File: src/rtl/cfg_hdr_pkg.sv
package cfg_hdr_pkg;

  typedef enum logic [1:0] {
    BAR_NONE  = 2'd0,
    BAR_MEM32 = 2'd1,
    BAR_MEM64 = 2'd2,
    BAR_IO    = 2'd3
  } bar_kind_e;

  // Writable address bits of one slot; lg is log2 of the window size.
  function automatic logic [31:0] bar_wmask(input logic [1:0] kind,
                                            input logic [5:0] lg,
                                            input logic upper);
    logic [63:0] m;
    m = ~((64'd1 << lg) - 64'd1);
    if (upper) return m[63:32];
    case (kind)
      BAR_MEM32, BAR_MEM64: return m[31:0] & 32'hFFFF_FFF0;
      BAR_IO:               return m[31:0] & 32'hFFFF_FFFC;
      default:              return 32'h0;
    endcase
  endfunction

  // Read-only encoding bits of one slot.
  function automatic logic [31:0] bar_enc(input logic [1:0] kind,
                                          input logic pref,
                                          input logic upper);
    if (upper) return 32'h0;
    case (kind)
      BAR_MEM32: return {28'h0, pref, 3'b000};
      BAR_MEM64: return {28'h0, pref, 3'b100};
      BAR_IO:    return 32'h1;
      default:   return 32'h0;
    endcase
  endfunction

  function automatic logic [31:0] lane_mask(input logic [3:0] be);
    return {{8{be[3]}}, {8{be[2]}}, {8{be[1]}}, {8{be[0]}}};
  endfunction

endpackage

File: src/rtl/cfg_bar_bank.sv
module cfg_bar_bank
  import cfg_hdr_pkg::*;
#(
  parameter int          NSLOT    = 6,
  parameter logic [11:0] BAR_KIND = 12'h42D,
  parameter logic [35:0] BAR_LOG2 = {6'd8, 6'd0, 6'd0, 6'd20, 6'd5, 6'd12},
  parameter logic [5:0]  BAR_PREF = 6'b000100
) (
  input  logic                  clk,
  input  logic                  rst_n,
  input  logic [NSLOT-1:0]      wr_sel,
  input  logic [31:0]           wdata,
  input  logic [3:0]            be,
  output logic [NSLOT*32-1:0]   rd_vec
);

  logic [31:0] lanes;
  assign lanes = lane_mask(be);

  for (genvar i = 0; i < NSLOT; i++) begin : g_slot
    localparam int          PREV  = (i > 0) ? i - 1 : 0;
    localparam logic [1:0]  KIND  = BAR_KIND[2*i +: 2];
    localparam logic        UPPER = (i > 0) && (BAR_KIND[2*PREV +: 2] == BAR_MEM64);
    localparam logic [5:0]  LG    = UPPER ? BAR_LOG2[6*PREV +: 6] : BAR_LOG2[6*i +: 6];
    localparam logic [31:0] WMASK = bar_wmask(KIND, LG, UPPER);
    localparam logic [31:0] ENC   = bar_enc(KIND, BAR_PREF[i], UPPER);

    if (WMASK == 32'h0) begin : g_dead
      assign rd_vec[32*i +: 32] = ENC;
    end else begin : g_live
      logic [31:0] addr_q;
      logic [31:0] upd;
      assign upd = WMASK & lanes;
      always_ff @(posedge clk) begin
        if (!rst_n)         addr_q <= 32'h0;
        else if (wr_sel[i]) addr_q <= (addr_q & ~upd) | (wdata & upd);
      end
      assign rd_vec[32*i +: 32] = addr_q | ENC;

      assert_size_readback_R7: assert property (@(posedge clk) disable iff (!rst_n)
        (wr_sel[i] && wdata == 32'hFFFF_FFFF && be == 4'hF)
          |=> (rd_vec[32*i +: 32] == (WMASK | ENC)));
    end
  end

endmodule

File: src/rtl/cfg_cmd_status.sv
module cfg_cmd_status #(
  parameter logic [1:0] DEVSEL_CODE = 2'b01,
  parameter logic       HAS_CAPS    = 1'b0
) (
  input  logic        clk,
  input  logic        rst_n,
  input  logic        wr_en,
  input  logic [15:0] wd_cmd,
  input  logic [7:0]  wd_stat_hi,
  input  logic [1:0]  be_cmd,
  input  logic        be_stat_hi,
  input  logic        irq_live,
  input  logic [5:0]  err_evt,
  output logic [15:0] cmd_q,
  output logic [15:0] stat_word
);

  localparam logic [15:0] CMD_WMASK = 16'h077F;

  logic [5:0]  err_q;
  logic [5:0]  clr_vec;
  logic [15:0] cmd_upd;

  assign cmd_upd = {{8{be_cmd[1]}}, {8{be_cmd[0]}}} & CMD_WMASK & {16{wr_en}};
  // error flags map to status bits {15,14,13,12,11,8} = stat_hi bits {7..3,0}
  assign clr_vec = {wd_stat_hi[7:3], wd_stat_hi[0]} & {6{wr_en & be_stat_hi}};

  always_ff @(posedge clk) begin
    if (!rst_n) begin
      cmd_q <= 16'h0;
      err_q <= 6'h0;
    end else begin
      cmd_q <= (cmd_q & ~cmd_upd) | (wd_cmd & cmd_upd);
      err_q <= (err_q & ~clr_vec) | err_evt;
    end
  end

  assign stat_word = {err_q[5:1], DEVSEL_CODE, err_q[0], 3'b000, HAS_CAPS, irq_live, 3'b000};

  assert_cmd_hold_R2: assert property (@(posedge clk) disable iff (!rst_n)
    !(wr_en && (|be_cmd)) |=> $stable(cmd_q));

  assert_set_wins_R5: assert property (@(posedge clk) disable iff (!rst_n)
    (|err_evt) |=> ((err_q & $past(err_evt)) == $past(err_evt)));

  assert_w1c_R5: assert property (@(posedge clk) disable iff (!rst_n)
    (wr_en && be_stat_hi && !(|err_evt)) |=> ((err_q & $past(clr_vec)) == 6'h0));

  assert_lane_gate_R3: assert property (@(posedge clk) disable iff (!rst_n)
    (wr_en && !be_stat_hi) |=> ((err_q & $past(err_q)) == $past(err_q)));

endmodule

File: src/rtl/cfg_hdr_target.sv
module cfg_hdr_target
  import cfg_hdr_pkg::*;
#(
  parameter int          ADDR_W      = 4,
  parameter logic [15:0] VENDOR_ID   = 16'hA5C3,
  parameter logic [15:0] DEVICE_ID   = 16'h7E21,
  parameter logic [7:0]  REVISION    = 8'h04,
  parameter logic [23:0] CLASS_CODE  = 24'h058000,
  parameter logic [7:0]  HEADER_TYPE = 8'h00,
  parameter logic [7:0]  CAP_PTR     = 8'h00,
  parameter logic [7:0]  INT_PIN     = 8'h01,
  parameter logic [1:0]  DEVSEL_CODE = 2'b01,
  parameter logic [11:0] BAR_KIND    = 12'h42D,
  parameter logic [35:0] BAR_LOG2    = {6'd8, 6'd0, 6'd0, 6'd20, 6'd5, 6'd12},
  parameter logic [5:0]  BAR_PREF    = 6'b000100
) (
  input  logic              clk,
  input  logic              rst_n,
  input  logic              acc_valid,
  input  logic              acc_write,
  input  logic [ADDR_W-1:0] acc_addr,
  input  logic [31:0]       acc_wdata,
  input  logic [3:0]        acc_be,
  input  logic              irq_live,
  input  logic [5:0]        err_evt,
  output logic              rd_valid,
  output logic [31:0]       rd_data,
  output logic [15:0]       cmd_word
);

  localparam int NSLOT     = 6;
  localparam int BAR_FIRST = 4;
  localparam logic [ADDR_W-1:0] A_ID    = ADDR_W'(0);
  localparam logic [ADDR_W-1:0] A_CS    = ADDR_W'(1);
  localparam logic [ADDR_W-1:0] A_CLASS = ADDR_W'(2);
  localparam logic [ADDR_W-1:0] A_HDR   = ADDR_W'(3);
  localparam logic [ADDR_W-1:0] A_CAP   = ADDR_W'(13);
  localparam logic [ADDR_W-1:0] A_INT   = ADDR_W'(15);

  logic                 rd_req, wr_req;
  logic [NSLOT-1:0]     bar_wr_sel;
  logic [NSLOT*32-1:0]  bar_rd;
  logic [15:0]          stat_word;
  logic [7:0]           int_line_q;
  logic [31:0]          rd_mux;

  assign rd_req = acc_valid & ~acc_write;
  assign wr_req = acc_valid &  acc_write;

  for (genvar i = 0; i < NSLOT; i++) begin : g_sel
    assign bar_wr_sel[i] = wr_req && (acc_addr == ADDR_W'(BAR_FIRST + i));
  end

  cfg_bar_bank #(
    .NSLOT(NSLOT), .BAR_KIND(BAR_KIND), .BAR_LOG2(BAR_LOG2), .BAR_PREF(BAR_PREF)
  ) bars_i (
    .clk(clk), .rst_n(rst_n), .wr_sel(bar_wr_sel),
    .wdata(acc_wdata), .be(acc_be), .rd_vec(bar_rd)
  );

  cfg_cmd_status #(
    .DEVSEL_CODE(DEVSEL_CODE), .HAS_CAPS(CAP_PTR != 8'h00)
  ) cs_i (
    .clk(clk), .rst_n(rst_n),
    .wr_en(wr_req && acc_addr == A_CS),
    .wd_cmd(acc_wdata[15:0]), .wd_stat_hi(acc_wdata[31:24]),
    .be_cmd(acc_be[1:0]), .be_stat_hi(acc_be[3]),
    .irq_live(irq_live), .err_evt(err_evt),
    .cmd_q(cmd_word), .stat_word(stat_word)
  );

  always_ff @(posedge clk) begin
    if (!rst_n) int_line_q <= 8'h0;
    else if (wr_req && acc_addr == A_INT && acc_be[0]) int_line_q <= acc_wdata[7:0];
  end

  always_comb begin
    rd_mux = 32'h0;
    case (acc_addr)
      A_ID:    rd_mux = {DEVICE_ID, VENDOR_ID};
      A_CS:    rd_mux = {stat_word, cmd_word};
      A_CLASS: rd_mux = {CLASS_CODE, REVISION};
      A_HDR:   rd_mux = {8'h00, HEADER_TYPE, 16'h0000};
      A_CAP:   rd_mux = {24'h0, CAP_PTR};
      A_INT:   rd_mux = {16'h0, INT_PIN, int_line_q};
      default: begin
        for (int k = 0; k < NSLOT; k++)
          if (acc_addr == ADDR_W'(BAR_FIRST + k)) rd_mux = bar_rd[32*k +: 32];
      end
    endcase
  end

  always_ff @(posedge clk) begin
    if (!rst_n) begin
      rd_valid <= 1'b0;
      rd_data  <= 32'h0;
    end else begin
      rd_valid <= rd_req;
      if (rd_req) rd_data <= rd_mux;
    end
  end

  assert_read_strobe_R12: assert property (@(posedge clk) disable iff (!rst_n)
    rd_req |=> rd_valid);

  assert_no_write_strobe_R12: assert property (@(posedge clk) disable iff (!rst_n)
    !rd_req |=> !rd_valid);

  assert_cmd_reserved_R2: assert property (@(posedge clk) disable iff (!rst_n)
    (rd_req && acc_addr == A_CS) |=> (rd_data[7] == 1'b0 && rd_data[15:11] == 5'h0));

endmodule

File: config.mk
export PLATFORM = sky130hd
export DESIGN_NAME = cfg_hdr_target
export DESIGN_NICKNAME = d
export VERILOG_FILES = /design/src/rtl/cfg_hdr_pkg.sv /design/src/rtl/cfg_bar_bank.sv /design/src/rtl/cfg_cmd_status.sv /design/src/rtl/cfg_hdr_target.sv
export SDC_FILE = /design/constraint.sdc
export NUM_CORES = 1
export LEC_CHECK = 0
export ABC_AREA = 1
export BUFFER_PORTS_ARGS = -buffer_cell sky130_fd_sc_hd__buf_2
export CORE_ASPECT_RATIO = 1.1
export CORE_MARGIN = 3
export CORE_UTILIZATION = 50
export DETAILED_ROUTE_END_ITERATION = 10
export PLACE_DENSITY = 0.73
export SLEW_MARGIN = 20
export SYNTH_ARGS = -nofsm -noshare
export SYNTH_HDL_FRONTEND = slang
export SYNTH_HIERARCHICAL = 1
export SYNTH_SLANG_ARGS = --single-unit
File: constraint.sdc
create_clock -name clk -period 2.3 [get_ports clk]
set_clock_uncertainty 0.05 [all_clocks]
set_input_delay 0.345 -clock clk [delete_from_list [all_inputs] [get_ports clk]]
set_output_delay 0.345 -clock clk [all_outputs]
set_load 0.005 [all_outputs]
### Yosys cells after proc, flatten, opt, wreduce, memory -nomap -nowiden

Cells that the tools add are included.

| cells by class | value |
|---|---|
| equality and inequality tests | 11 |
| reductions and logical operators | 10 |
| multiplexer cells | 7 |
| bitwise gates (word level) | 33 |

Operators with widths:

| cell | count |
|---|---|
| $and A32 B32 Y32 | 10 |
| $mux W32 | 6 |
| $not A32 Y32 | 5 |
| $or A32 B32 Y32 | 5 |
| $pmux W32 S5 | 1 |
| $and A16 B16 Y16 | 2 |
| $and A11 B16 Y16 | 1 |
| $eq A4 B3 Y1 const B | 4 |
| $eq A4 B4 Y1 const B | 4 |
| $not A16 Y16 | 1 |
| $or A16 B16 Y16 | 1 |
| $and A6 B6 Y6 | 2 |
| $eq A4 B2 Y1 const B | 2 |
| $logic_and A1 B1 Y1 | 8 |
| $not A6 Y6 | 1 |
| $or A6 B6 Y6 | 1 |
| $eq A4 B1 Y1 const B | 1 |
| $logic_not A4 Y1 | 1 |
| $and A1 B1 Y1 | 3 |
| $reduce_or A2 Y1 | 1 |
| $not A1 Y1 | 1 |

| storage, ports and cells | value |
|---|---|
| word-level logic and storage cells | 71 |
| input port bits | 51 |
| register bits | 223 |
| output and inout bits | 49 |

### Depth between registers and ports, before layout

| logic depth | value |
|---|---|
| depth in word-level cells | 8 |
| mapped depth | 11 |

### Cells and area by module

The synthesis kept the hierarchy.

By module, submodules not included:

| module | cells each | seq. area each (µm²) | area each (µm²) | times used |
|---|---|---|---|---|
| cfg_bar_bank | 811 | 2,302.2 | 5,281.3 | 1 |
| cfg_hdr_target | 690 | 820.8 | 3,628.5 | 1 |
| cfg_cmd_status | 95 | 320.3 | 728.2 | 1 |

### Worst setup path before layout

No wires, ideal clock.

| timing | value |
|---|---|
| path kind | input-to-reg |
| start | in acc_addr[0] |
| end | reg (tool-made name) |
| arrival | 1.661 ns |
| stages on the path | 9 |
| path buffers | 3 |
| setup slack | 0.476 ns |
| library setup time | 0.113 ns |
| data required time | 2.137 ns |
| path through | nor2_1 > buf_2 > clkbuf_1 > nand2_1 > nor2_1 > nand2_1 > buf_4 > nor2_1 > nor2_1 |

RTL lines:

| what | line | RTL |
|---|---|---|
| start: declaration | cfg_hdr_target.sv:21 | `input logic [ADDR_W-1:0] acc_addr,` |

==> out/metrics.csv <==
stage;metric;value;unit
status;status;complete, no violations;
placed_design;DP HPWL;15.6;mm
die;Initial Util;51.6;%
run;max-cap viol count;0;
die;core area;0.0187;sq mm
critical_path;CP endpoint kind;flip-flop;
min_path;Cells on Worst Hold Path;3;
grt;number of global-route vias before repair;8076;
final_layout;# diodes;0;
grt;Remaining Overflow, GRT;0;
drt;drt wl/cell;12.7;microns
critical_path;Worst Path Max Fanout;16;
timing;Final Critical Period;1.67;ns
clock_network;Max Buffers Root-to-Sink;2;
timing;headroom to the max-slew limit;55.3;%
critical_path;Crit path arrival time;1.99;ns
critical_path;R2R depth;6;
placed_design;instance area after placement;0.00994;sq mm
grt;initial antenna violation count;0;
timing;setup TNS;0;ns
placed_design;input/output buffers;93;
timing;final hold slack;0.110;ns
drt;vias;9050;
critical_path;Largest stage delay, worst path;0.34;ns
clock_network;Max H-tree Level;4;
die;Std-Cell Rows;52;
critical_path;startpoint types;input pin;
clock_network;clk slew on worst S/H paths;0.06;ns
synthesis;syn avg cell area;6.04;sq um
synthesis;Synth Instances;1594;
drt;Routed Antenna Nets;0;
drt;DRC;0;
final_layout;Syn-to-layout area delta;9.54;%
clock_network;CTS sink cnt;172;
die;Die X;138;microns
grt;total track usage;23.3;%
clock_network;latest clock arrival within the worst-skew pair;0.43;ns
timing;Worst-Margin Slew;0.667;ns
timing;Final Hold Viols;0;
die;num ports;100;
synthesis;Ys Warns;6;
drt;final WL;24.3;mm
clock_network;post_cts resized;0;
clock_network;CTS tree;done;
drt;via/cell ratio;4.74;
die;Die Area;0.0210;sq mm
timing;Final Max Tran Viols;0;
power;VDD IR max;0.000510;V
power;Lkg Pwr;0.00557;uW
die;Die H;152;microns
critical_path;critical path's most frequent cell;nand2_1;
final_layout;share of cells above drive strength 1;9.90;%
final_layout;post-route design area;0.0105;sq mm
drt;DR pass1 iterations;6;
critical_path;CP Buf/Inv Count;3;
clock_network;count of hold-fix buffers inserted at cts;0;
critical_path;crit-path leading delay family;simple AND/OR/NAND/NOR gates;
final_layout;layout net count;1705;
critical_path;Setup CP Type;in2reg;
grt;global-route wire length before repair;40.1;mm
timing;Final setup viols;0;
timing;fin crit share;72.7;%
critical_path;Crit. path cell count;9;
critical_path;Worst path slowest cell;nor4_1;
placed_design;GPL Wtd Cong;0.838;
power;PwrDens;631;mW/mm^2
clock_network;post-CTS setup buffers;0;
synthesis;cell area after synthesis;0.00963;sq mm
timing;Fmax achieved;598;MHz
clock_network;total CTS buffers;17;
grt;pin count of the biggest net entering global routing;76;
timing;RSZ-0062 raised after global routing;no;
clock_network;clock root buffer;clkbuf_16;
min_path;min-delay worst type;in2reg;
critical_path;required time of the critical path;2.61;ns
critical_path;CP cell instances;buf_2 > inv_1 > nand2_1 > nor4_1 > buf_4 > nand2_1 > nand2_1 > nand2_1 > nor2_1;
drt;Starting DRT DRC Count;652;
-- layout make-up --
class                      count  area, sq um
fill                        1866         8120
clock inverter                 4         73.8
multi-input combinational   1144         4720
tap                          243          304
timing repair buffer         117          711
clock buffer                  28          537
inverter                     202          763
sequential                   172         3440
-- tightest hold or removal path, cell delays in order --
cell and delay, ns:
buf_2 0.09, inv_1 0.05, a21oi_1 0.05
-- cell usage in the layout (no fill, tap or decap) --
cell type,n
clkinv_2,1
nand2_1,390
nand2_2,1
inv_1,194
nor2_1,408
dfxtp_1,172
clkinv_4,1
buf_2,92
nor3_4,2
buf_12,5
o21ai_0,22
nor3_1,9
nor2_4,3
nor2_2,6
conb_1,92
inv_6,1
clkbuf_16,17
clkbuf_8,7
buf_4,20
nand2_4,1
clkbuf_1,4
a21oi_1,6
inv_2,6
nor4_1,2
bufinv_16,2
nand3_1,164
o21ai_1,1
nand4_1,37
clkinv_1,1
-- power breakdown --
part	leakage, uW	switching (uW)	internal [uW]
logic	0.00388	416	182
registers	0.00139	29.9	3040
clock network	0.000301	1180	1810
-- through the flow --
step,power [uW],setup WS (ns),util (%),instances
global route,6900,0.501,56.5,1910
global placement,3720,0.290,53.2,1878
finish,6660,0.627,56.5,1910
floorplan,3590,0.499,-,1682
CTS,6690,0.679,56.5,1910
detailed placement,3720,0.259,53.2,1878
-- per-layer routing --
layer,global-route usage (%),part of all wire [%],vias up,wire (microns)
li1,-,-,4761,-
met1,29.9,46,4043,11200
met2,40.5,47,220,11500
met3,3.77,5.4,26,1320
met4,7.31,1.6,0,382
met5,0,0,-,0
-- path summary, 6_finish.rpt --
path | startpoint | end | slack, ns
hold / removal | err_evt[4] | cs_i/err_q[4] | 0.11
hold reg to reg | cs_i/err_q[2] | cs_i/err_q[2] | 0.41
setup reg to reg | flip-flop | rd_data[21] | 1.20
setup / recovery | acc_addr[1] | flip-flop | 0.63
(Power assumes the default switching activity.)
